===== src/rtl/pt_pkg.sv =====
package pt_pkg;
  typedef enum logic [3:0] {
    OP_NOP     = 4'd0,
    OP_START   = 4'd1,
    OP_STOP    = 4'd2,
    OP_SETTIME = 4'd3,
    OP_FLUSH   = 4'd4
  } pt_op_e;

  localparam int CMD_ADDR   = 0;
  localparam int STAT_ADDR  = 1;
  localparam int DATA_BASE  = 2;
  localparam int STAT_BITS  = 4;
  localparam int ST_EMPTY   = 0;
  localparam int ST_FULL    = 1;
  localparam int ST_OVF     = 2;
  localparam int ST_RUN     = 3;
  localparam int TIME_W     = 16;

  typedef struct packed {
    logic              start;
    logic              stop;
    logic              settime;
    logic              flush;
    logic [TIME_W-1:0] ticks;
  } pt_cmd_t;
endpackage


===== src/rtl/pt_prescaler.sv =====
module pt_prescaler #(
  parameter int DIV = 10_000_000
) (
  input  logic clk,
  input  logic rst,
  output logic tick_o
);
  localparam int CW = (DIV > 2) ? $clog2(DIV) : 1;
  logic [CW-1:0] cnt_q;

  always_ff @(posedge clk) begin
    if (rst) begin
      cnt_q  <= '0;
      tick_o <= 1'b0;
    end else if (cnt_q == CW'(DIV - 1)) begin
      cnt_q  <= '0;
      tick_o <= 1'b1;
    end else begin
      cnt_q  <= cnt_q + 1'b1;
      tick_o <= 1'b0;
    end
  end
endmodule


===== src/rtl/pt_pulse_sync.sv =====
module pt_pulse_sync (
  input  logic clk,
  input  logic rst,
  input  logic pin_async,
  output logic strobe_o
);
  // two capture stages, then one history stage for edge detection
  logic [2:0] sh_q;

  always_ff @(posedge clk) begin
    if (rst) begin
      sh_q     <= '0;
      strobe_o <= 1'b0;
    end else begin
      sh_q     <= {sh_q[1:0], pin_async};
      strobe_o <= sh_q[1] & ~sh_q[2];
    end
  end
endmodule


===== src/rtl/pt_fifo.sv =====
module pt_fifo #(
  parameter int W     = 32,
  parameter int DEPTH = 16
) (
  input  logic         clk,
  input  logic         rst,
  input  logic         flush,
  input  logic         push,
  input  logic [W-1:0] din,
  input  logic         pop,
  output logic [W-1:0] q,
  output logic         pop_ok,
  output logic         empty,
  output logic         full
);
  localparam int AW = (DEPTH > 1) ? $clog2(DEPTH) : 1;

  logic [W-1:0] mem [DEPTH];
  logic [AW:0]  wptr_q, rptr_q;
  logic         push_ok;

  assign empty   = (wptr_q == rptr_q);
  assign full    = (wptr_q[AW] != rptr_q[AW]) && (wptr_q[AW-1:0] == rptr_q[AW-1:0]);
  assign push_ok = push && !full && !flush;
  assign pop_ok  = pop && !empty && !flush;

  // storage and output register kept free of reset so block RAM fits
  always_ff @(posedge clk) begin
    if (push_ok) mem[wptr_q[AW-1:0]] <= din;
  end

  always_ff @(posedge clk) begin
    if (pop_ok) q <= mem[rptr_q[AW-1:0]];
  end

  always_ff @(posedge clk) begin
    if (rst || flush) begin
      wptr_q <= '0;
      rptr_q <= '0;
    end else begin
      if (push_ok) wptr_q <= wptr_q + 1'b1;
      if (pop_ok)  rptr_q <= rptr_q + 1'b1;
    end
  end
endmodule


===== src/rtl/pt_channel.sv =====
module pt_channel
  import pt_pkg::*;
#(
  parameter int CNT_W     = 32,
  parameter int DEPTH     = 16,
  parameter int DEF_TICKS = 10
) (
  input  logic             clk,
  input  logic             rst,
  input  logic             tick,
  input  logic             pin_async,
  input  pt_cmd_t          cmd,
  input  logic             pop,
  output logic [CNT_W-1:0] q,
  output logic             pop_ok,
  output logic             empty,
  output logic             full,
  output logic             ovf,
  output logic             running,
  output logic             push,
  output logic             strobe
);
  logic              open_q;
  logic [CNT_W-1:0]  cnt_q;
  logic [TIME_W-1:0] len_q, left_q;
  logic              close;
  logic              cnt_max;
  logic [CNT_W-1:0]  total;

  pt_pulse_sync u_sync (
    .clk(clk), .rst(rst), .pin_async(pin_async), .strobe_o(strobe)
  );

  assign cnt_max = &cnt_q;
  assign close   = running && open_q && tick && (left_q == TIME_W'(1))
                   && !cmd.start && !cmd.stop;
  // a strobe in the closing cycle belongs to the closing window
  assign total   = (strobe && !cnt_max) ? cnt_q + 1'b1 : cnt_q;
  assign push    = close;

  always_ff @(posedge clk) begin
    if (rst) begin
      running <= 1'b0;
      open_q  <= 1'b0;
      cnt_q   <= '0;
      left_q  <= '0;
      len_q   <= TIME_W'(DEF_TICKS);
      ovf     <= 1'b0;
    end else begin
      if (cmd.settime && cmd.ticks != '0) len_q <= cmd.ticks;

      if (cmd.flush)          ovf <= 1'b0;
      else if (close && full) ovf <= 1'b1;

      if (cmd.start) begin
        running <= 1'b1;
        open_q  <= 1'b0;
        cnt_q   <= '0;
      end else if (cmd.stop) begin
        running <= 1'b0;
        open_q  <= 1'b0;
        cnt_q   <= '0;
      end else if (running) begin
        if (!open_q) begin
          if (tick) begin
            open_q <= 1'b1;
            left_q <= len_q;
          end
        end else if (close) begin
          cnt_q  <= '0;
          left_q <= len_q;
        end else begin
          if (tick) left_q <= left_q - 1'b1;
          if (strobe && !cnt_max) cnt_q <= cnt_q + 1'b1;
        end
      end
    end
  end

  pt_fifo #(.W(CNT_W), .DEPTH(DEPTH)) u_fifo (
    .clk(clk), .rst(rst), .flush(cmd.flush), .push(close), .din(total),
    .pop(pop), .q(q), .pop_ok(pop_ok), .empty(empty), .full(full)
  );
endmodule


===== src/rtl/pulse_totalizer.sv =====
module pulse_totalizer
  import pt_pkg::*;
#(
  parameter int NUM_CH     = 2,
  parameter int CNT_W      = 32,
  parameter int FIFO_DEPTH = 16,
  parameter int TICK_DIV   = 10_000_000,
  parameter int DEF_TICKS  = 10,
  parameter int ADDR_W     = 4
) (
  input  logic              clk,
  input  logic              rst,
  input  logic [NUM_CH-1:0] pulse_in,
  input  logic [ADDR_W-1:0] addr,
  input  logic              wr,
  input  logic [31:0]       wdata,
  input  logic              rd,
  output logic [31:0]       rdata
);
  localparam int CH_W  = (NUM_CH > 1) ? $clog2(NUM_CH) : 1;
  localparam int ST_W  = NUM_CH * STAT_BITS;

  logic              tick;
  logic              cmd_hit;
  logic [3:0]        cmd_sel;
  pt_op_e            cmd_op;
  logic [NUM_CH-1:0] ch_empty, ch_full, ch_ovf, ch_run, ch_push, ch_strobe;
  logic [NUM_CH-1:0] ch_pop, ch_pop_ok;
  logic [CNT_W-1:0]  ch_q [NUM_CH];
  logic [31:0]       stat_vec;
  logic [31:0]       stat_q;
  logic              rd_stat_q, rd_data_q;
  logic [CH_W-1:0]   rd_ch_q, rd_ch_d;
  logic [CNT_W-1:0]  sel_q;

  pt_prescaler #(.DIV(TICK_DIV)) u_presc (.clk(clk), .rst(rst), .tick_o(tick));

  assign cmd_hit = wr && (addr == ADDR_W'(CMD_ADDR));
  assign cmd_sel = wdata[3:0];
  assign cmd_op  = pt_op_e'(wdata[7:4]);

  for (genvar c = 0; c < NUM_CH; c++) begin : g_ch
    pt_cmd_t cmd;
    logic    match;
    assign match       = cmd_hit && (cmd_sel == 4'(c));
    assign cmd.start   = match && (cmd_op == OP_START);
    assign cmd.stop    = match && (cmd_op == OP_STOP);
    assign cmd.settime = match && (cmd_op == OP_SETTIME);
    assign cmd.flush   = match && (cmd_op == OP_FLUSH);
    assign cmd.ticks   = wdata[31:16];
    assign ch_pop[c]   = rd && (addr == ADDR_W'(DATA_BASE + c));

    pt_channel #(.CNT_W(CNT_W), .DEPTH(FIFO_DEPTH), .DEF_TICKS(DEF_TICKS)) u_ch (
      .clk(clk), .rst(rst), .tick(tick), .pin_async(pulse_in[c]), .cmd(cmd),
      .pop(ch_pop[c]), .q(ch_q[c]), .pop_ok(ch_pop_ok[c]), .empty(ch_empty[c]),
      .full(ch_full[c]), .ovf(ch_ovf[c]), .running(ch_run[c]),
      .push(ch_push[c]), .strobe(ch_strobe[c])
    );

    assign stat_vec[c*STAT_BITS + ST_EMPTY] = ch_empty[c];
    assign stat_vec[c*STAT_BITS + ST_FULL]  = ch_full[c];
    assign stat_vec[c*STAT_BITS + ST_OVF]   = ch_ovf[c];
    assign stat_vec[c*STAT_BITS + ST_RUN]   = ch_run[c];
  end

  if (ST_W < 32) begin : g_pad
    assign stat_vec[31:ST_W] = '0;
  end

  always_comb begin
    rd_ch_d = '0;
    for (int c = 0; c < NUM_CH; c++) begin
      if (ch_pop[c]) rd_ch_d = CH_W'(c);
    end
  end

  always_ff @(posedge clk) begin
    if (rst) begin
      stat_q    <= '0;
      rd_stat_q <= 1'b0;
      rd_data_q <= 1'b0;
      rd_ch_q   <= '0;
    end else begin
      rd_stat_q <= rd && (addr == ADDR_W'(STAT_ADDR));
      rd_data_q <= |ch_pop_ok;
      rd_ch_q   <= rd_ch_d;
      if (rd && (addr == ADDR_W'(STAT_ADDR))) stat_q <= stat_vec;
    end
  end

  assign sel_q = ch_q[rd_ch_q];

  always_comb begin
    rdata = '0;
    if (rd_stat_q)      rdata = stat_q;
    else if (rd_data_q) rdata = 32'(sel_q);
  end
endmodule


===== config.mk =====
export PLATFORM = sky130hd
export DESIGN_NAME = pulse_totalizer
export DESIGN_NICKNAME = d
export VERILOG_FILES = /design/src/rtl/pt_pkg.sv /design/src/rtl/pt_prescaler.sv /design/src/rtl/pt_pulse_sync.sv /design/src/rtl/pt_fifo.sv /design/src/rtl/pt_channel.sv /design/src/rtl/pulse_totalizer.sv
export SDC_FILE = /design/constraint.sdc
export NUM_CORES = 2
export LEC_CHECK = 0
export ABC_AREA = 1
export BUFFER_PORTS_ARGS = -buffer_cell sky130_fd_sc_hd__buf_2
export CAP_MARGIN = 5
export CORE_MARGIN = 10
export CORE_UTILIZATION = 63
export DETAILED_ROUTE_END_ITERATION = 8
export GPL_TIMING_DRIVEN = 1
export PLACE_DENSITY = 0.77
export RECOVER_POWER = 50
export SYNTH_ARGS = -nofsm -noshare
export SYNTH_HDL_FRONTEND = slang
export SYNTH_SLANG_ARGS = --single-unit

===== constraint.sdc =====
create_clock -name clk -period 4.46 [get_ports clk]
set_clock_uncertainty 0.1 [all_clocks]
set_input_delay 0.669 -clock clk [delete_from_list [all_inputs] [get_ports clk]]
set_output_delay 0.669 -clock clk [all_outputs]
set_load 0.02 [all_outputs]

==> metrics.md <==
| Metric | Value |
|---|---|
| Area delta synth->final | 10.2% |
| Maximum vdd ir drop | 351 uV |
| Slew @ Worst Pin | 2.06 ns |
| Starting density of the core | 63.5% |
| Reported leakage power | 20.8 nW |
| Placed Area | 55800 sq um |
| Crit Path Max Fanout | 34 |
| Synth top area cells | edfxtp_1, dfxtp_1, nor2_1, nand2_1, o21ai_0 |
| # Post-CTS Setup Buffers | 0 |
| Cell count after synthesis | 4985 |
| Synthesized Nets | 5044 |
| Clk slew on worst S/H paths | 0.06 ns |
| Hold Crit Class | in2reg |
| CP bufs+invs | 4 |
| Vias | 38100 |
| Sw power | 4.40 mW |
| Top-area cell type share of the netlist area | 60.6% |
| Total gr overflow | 0 |
| Non-filler instance count after layout | 6220 |
| Slowest cell on crit path | clkbuf_1 |
| Data required time of the worst path | 4.68 ns |
| Max-Cap Viols | 12 |
| Seq cells post-synth | 1286 |
| Pin count of the biggest net entering global routing | 182 |
| Cell Pwr Density | 390 nW/um^2 |
| Setup_tns | 0 ns |
| Detail Route Antenna Nets | 0 |
| CTS tree | done |
| Crit Path Class | reg2reg |
| Number of global-route vias before repair | 36300 |
| Area leader, netlist | edfxtp_1 |
| Clock root buffer | clkbuf_16 |
| Global placement routability congestion | 0.904 |
| Cells along the critical path | clkbuf_1 -> nand2_1 -> buf_4 -> inv_2 -> nand2_1 -> nor2_1 -> nand2_1 -> nor2_2 -> nand2_4 -> nor2_4 -> nand2_1 -> nor2_4 -> buf_4 |
| Switching share of total power | 19.0% |
| Pre-CTS setup slack | 1.06 ns |
| H-Tree Level Count | 3 |
| Asr flop ratio synth | 0% |
| Antenna cells | 0 |
| Failing checks | capacitance limit, slew limit |
| PortBufs | 65 |
| Average vias per placed instance | 6.13 |
| # DRC | 0 |
| Post-route cell area | 59500 sq um |
| Wire per inst | 21.3 um |
| Yosys cell types | 42 |
| EDFF count, synth | 1088 |
| Sequential area share after synthesis | 67.9% |
| CP peak stage delay | 0.60 ns |
| Core Box Area | 85000 sq um |
| Antenna violations before repair | 1 |
| CTS Buf Count | 121 |
| Fill count | 5972 |
| Final period utilization | 85.7% |
| CP Data Arrival Time | 4.05 ns |
| Min cycle time layout | 3.82 ns |
| Combinational power share | 0.5% |
| Endpoint class of the critical path | register |
| Fin nets | 5036 |
| Power Total | 23.2 mW |
| Post-layout worst setup margin | 0.636 ns |
| DRT Wirelength | 132 mm |
| Critical path's top delay family | buffers and inverters |
| Cts hold-fix bufs | 0 |
| Mapped Area | 54000 sq um |
| Die Span Y | 313 um |
| Fin. Hold Viols | 0 |
| Final Slew Violations | 417 |
| Sequential Power Share | 55.5% |
| Die Area | 97800 sq um |
| Die X | 313 um |
| Post-CTS resize count | 0 |
| Clock share of power | 44.1% |
| Synth Warn # | 0 |
| Post-DP HPWL | 76.3 mm |
| Placed cells | 5998 |
| Final Util | 70.0% |
| Drt pass-1 iters | 5 |
| Initial drt markers | 4416 |
| CTS max path bufs | 3 |
| Hold_ws | 0.0814 ns |
| Synth Area per Inst | 10.8 sq um |
| F_max | 262 MHz |
| Cell mode on critical path | nand2_1 |
| CTS sink count | 1286 |
| RSZ-0062 raised after global routing | no |
| Total track usage | 26.3% |
| Outcome | finished, violations left |
| Primary FF master, synth | edfxtp_1 |
| Slew headroom | -38.5% |
| Critical path startpoint category | register |
| I/O pin cnt | 74 |
| Internal power | 18.8 mW |
| Fraction of layout cells with a size suffix above 1 | 7.64% |
| Clk_lat worst skew | 0.69 ns |
| FP Rows | 107 |
| First-pass GRT wire length | 203 mm |
| Setup violations, final | 0 |
area by class of cell:
| class | instances | area (sq um) | area share [%] |
|---|---|---|---|
| well taps | 1144 | 1430 | 2.41 |
| clock buffers | 161 | 3330 | 5.59 |
| inverters | 207 | 790 | 1.33 |
| clock inverters | 61 | 608 | 1.02 |
| repair buffers | 147 | 1240 | 2.09 |
| multi-input cells | 3214 | 15400 | 25.9 |
| flip-flops and latches | 1286 | 36700 | 61.6 |
registers in the layout, indices dropped and copies added (netlist names), 6 cells and up:
register                 count
stat_q                       8
g_ch.u_ch.u_fifo.q          64
g_ch.u_ch.len_q             32
g_ch.u_ch.u_fifo.rptr_q     10
g_ch.u_ch.left_q            32
g_ch.u_ch.cnt_q             64
g_ch.u_ch.u_sync.sh_q        6
u_presc.cnt_q               24
g_ch.u_ch.u_fifo.wptr_q     10
g_ch.u_ch.u_fifo.mem      1024
power groups by stage:
stage               registers [mW]  clock network (mW)  logic [mW]
finish                        12.9                10.2       0.106
global route                  12.8                10.8       0.118
CTS                           12.9                10.3       0.111
detailed placement            13.1                   0       0.110
global placement              13.1                   0       0.109
floorplan                     13.1                   0      0.0709
worst paths after layout:
path	from	slack [ns]	endpoint	cells after the start
min reg2reg	g_ch[1].u_ch.u_sync.sh_q[0]	0.30	g_ch[1].u_ch.u_sync.sh_q[1]	2
max	g_ch[0].u_ch.open_q	0.64	g_ch[0].u_ch.u_fifo.mem[8][22]	13
min	pulse_in[0]	0.08	g_ch[0].u_ch.u_sync.sh_q[0]	3
max reg2reg	g_ch[0].u_ch.open_q	0.64	g_ch[0].u_ch.u_fifo.mem[8][22]	13
worst min-delay path, stage by stage:
cell	delay, ns
buf_2	0.07
inv_1	0.03
nor2_1	0.06
Yosys cell counts, types with 3 or more instances:
library cell  number
edfxtp_1        1088
nor2_1           889
nand2_1          866
o21ai_0          546
nand3_1          212
clkbuf_1         207
inv_1            202
dfxtp_1          198
o22ai_1          153
a21oi_1          124
o221ai_1         104
nor3_1            49
nand4_1           47
xor2_1            44
nand3b_1          34
buf_2             28
o211ai_1          24
buf_1             23
nand2_2           23
ha_1              17
xnor2_1           16
buf_4             10
nor2_4            10
buf_6              9
nand2_4            7
nor2_2             6
nor4_1             6
o21ai_2            6
o31ai_1            5
o32ai_1            5
or2_2              5
a21oi_2            4
inv_2              3
cells by family after synthesis:
group                    Yosys count  synth area share (%)
XOR/XNOR                          60                 0.974
adder cells (fa/ha/maj)           17                 0.394
AND/OR/NAND/NOR                 2163                  16.7
AO/OA/AOI/OAI                    974                  10.4
flip-flops                      1286                  67.9
buffers and inverters            485                  3.65
per-layer routing:
metal | wire length [um] | track usage (%) | vias up
met5 | 0 | 0 | -
met4 | 3710 | 9.00 | 0
met3 | 13500 | 4.31 | 252
met2 | 61900 | 41.9 | 1946
met1 | 53200 | 36.7 | 18400
li1 | - | - | 17600
cells in the final DEF (no fill, tap or decap), types with 17 or more instances in the layout:
cell	instances
edfxtp_1	1088
nand2_1	886
nor2_1	863
o21ai_0	552
nand3_1	214
inv_1	199
dfxtp_1	193
o22ai_1	153
a21oi_1	124
clkbuf_16	124
o221ai_1	104
buf_2	65
nor3_1	49
nand4_1	47
xor2_1	44
buf_4	44
nor2_4	38
clkbuf_1	35
nand3b_1	34
buf_12	27
clkinv_1	24
o211ai_1	24
clkinv_2	19
ha_1	17
No activity file was read; power rests on OpenSTA's default activity.
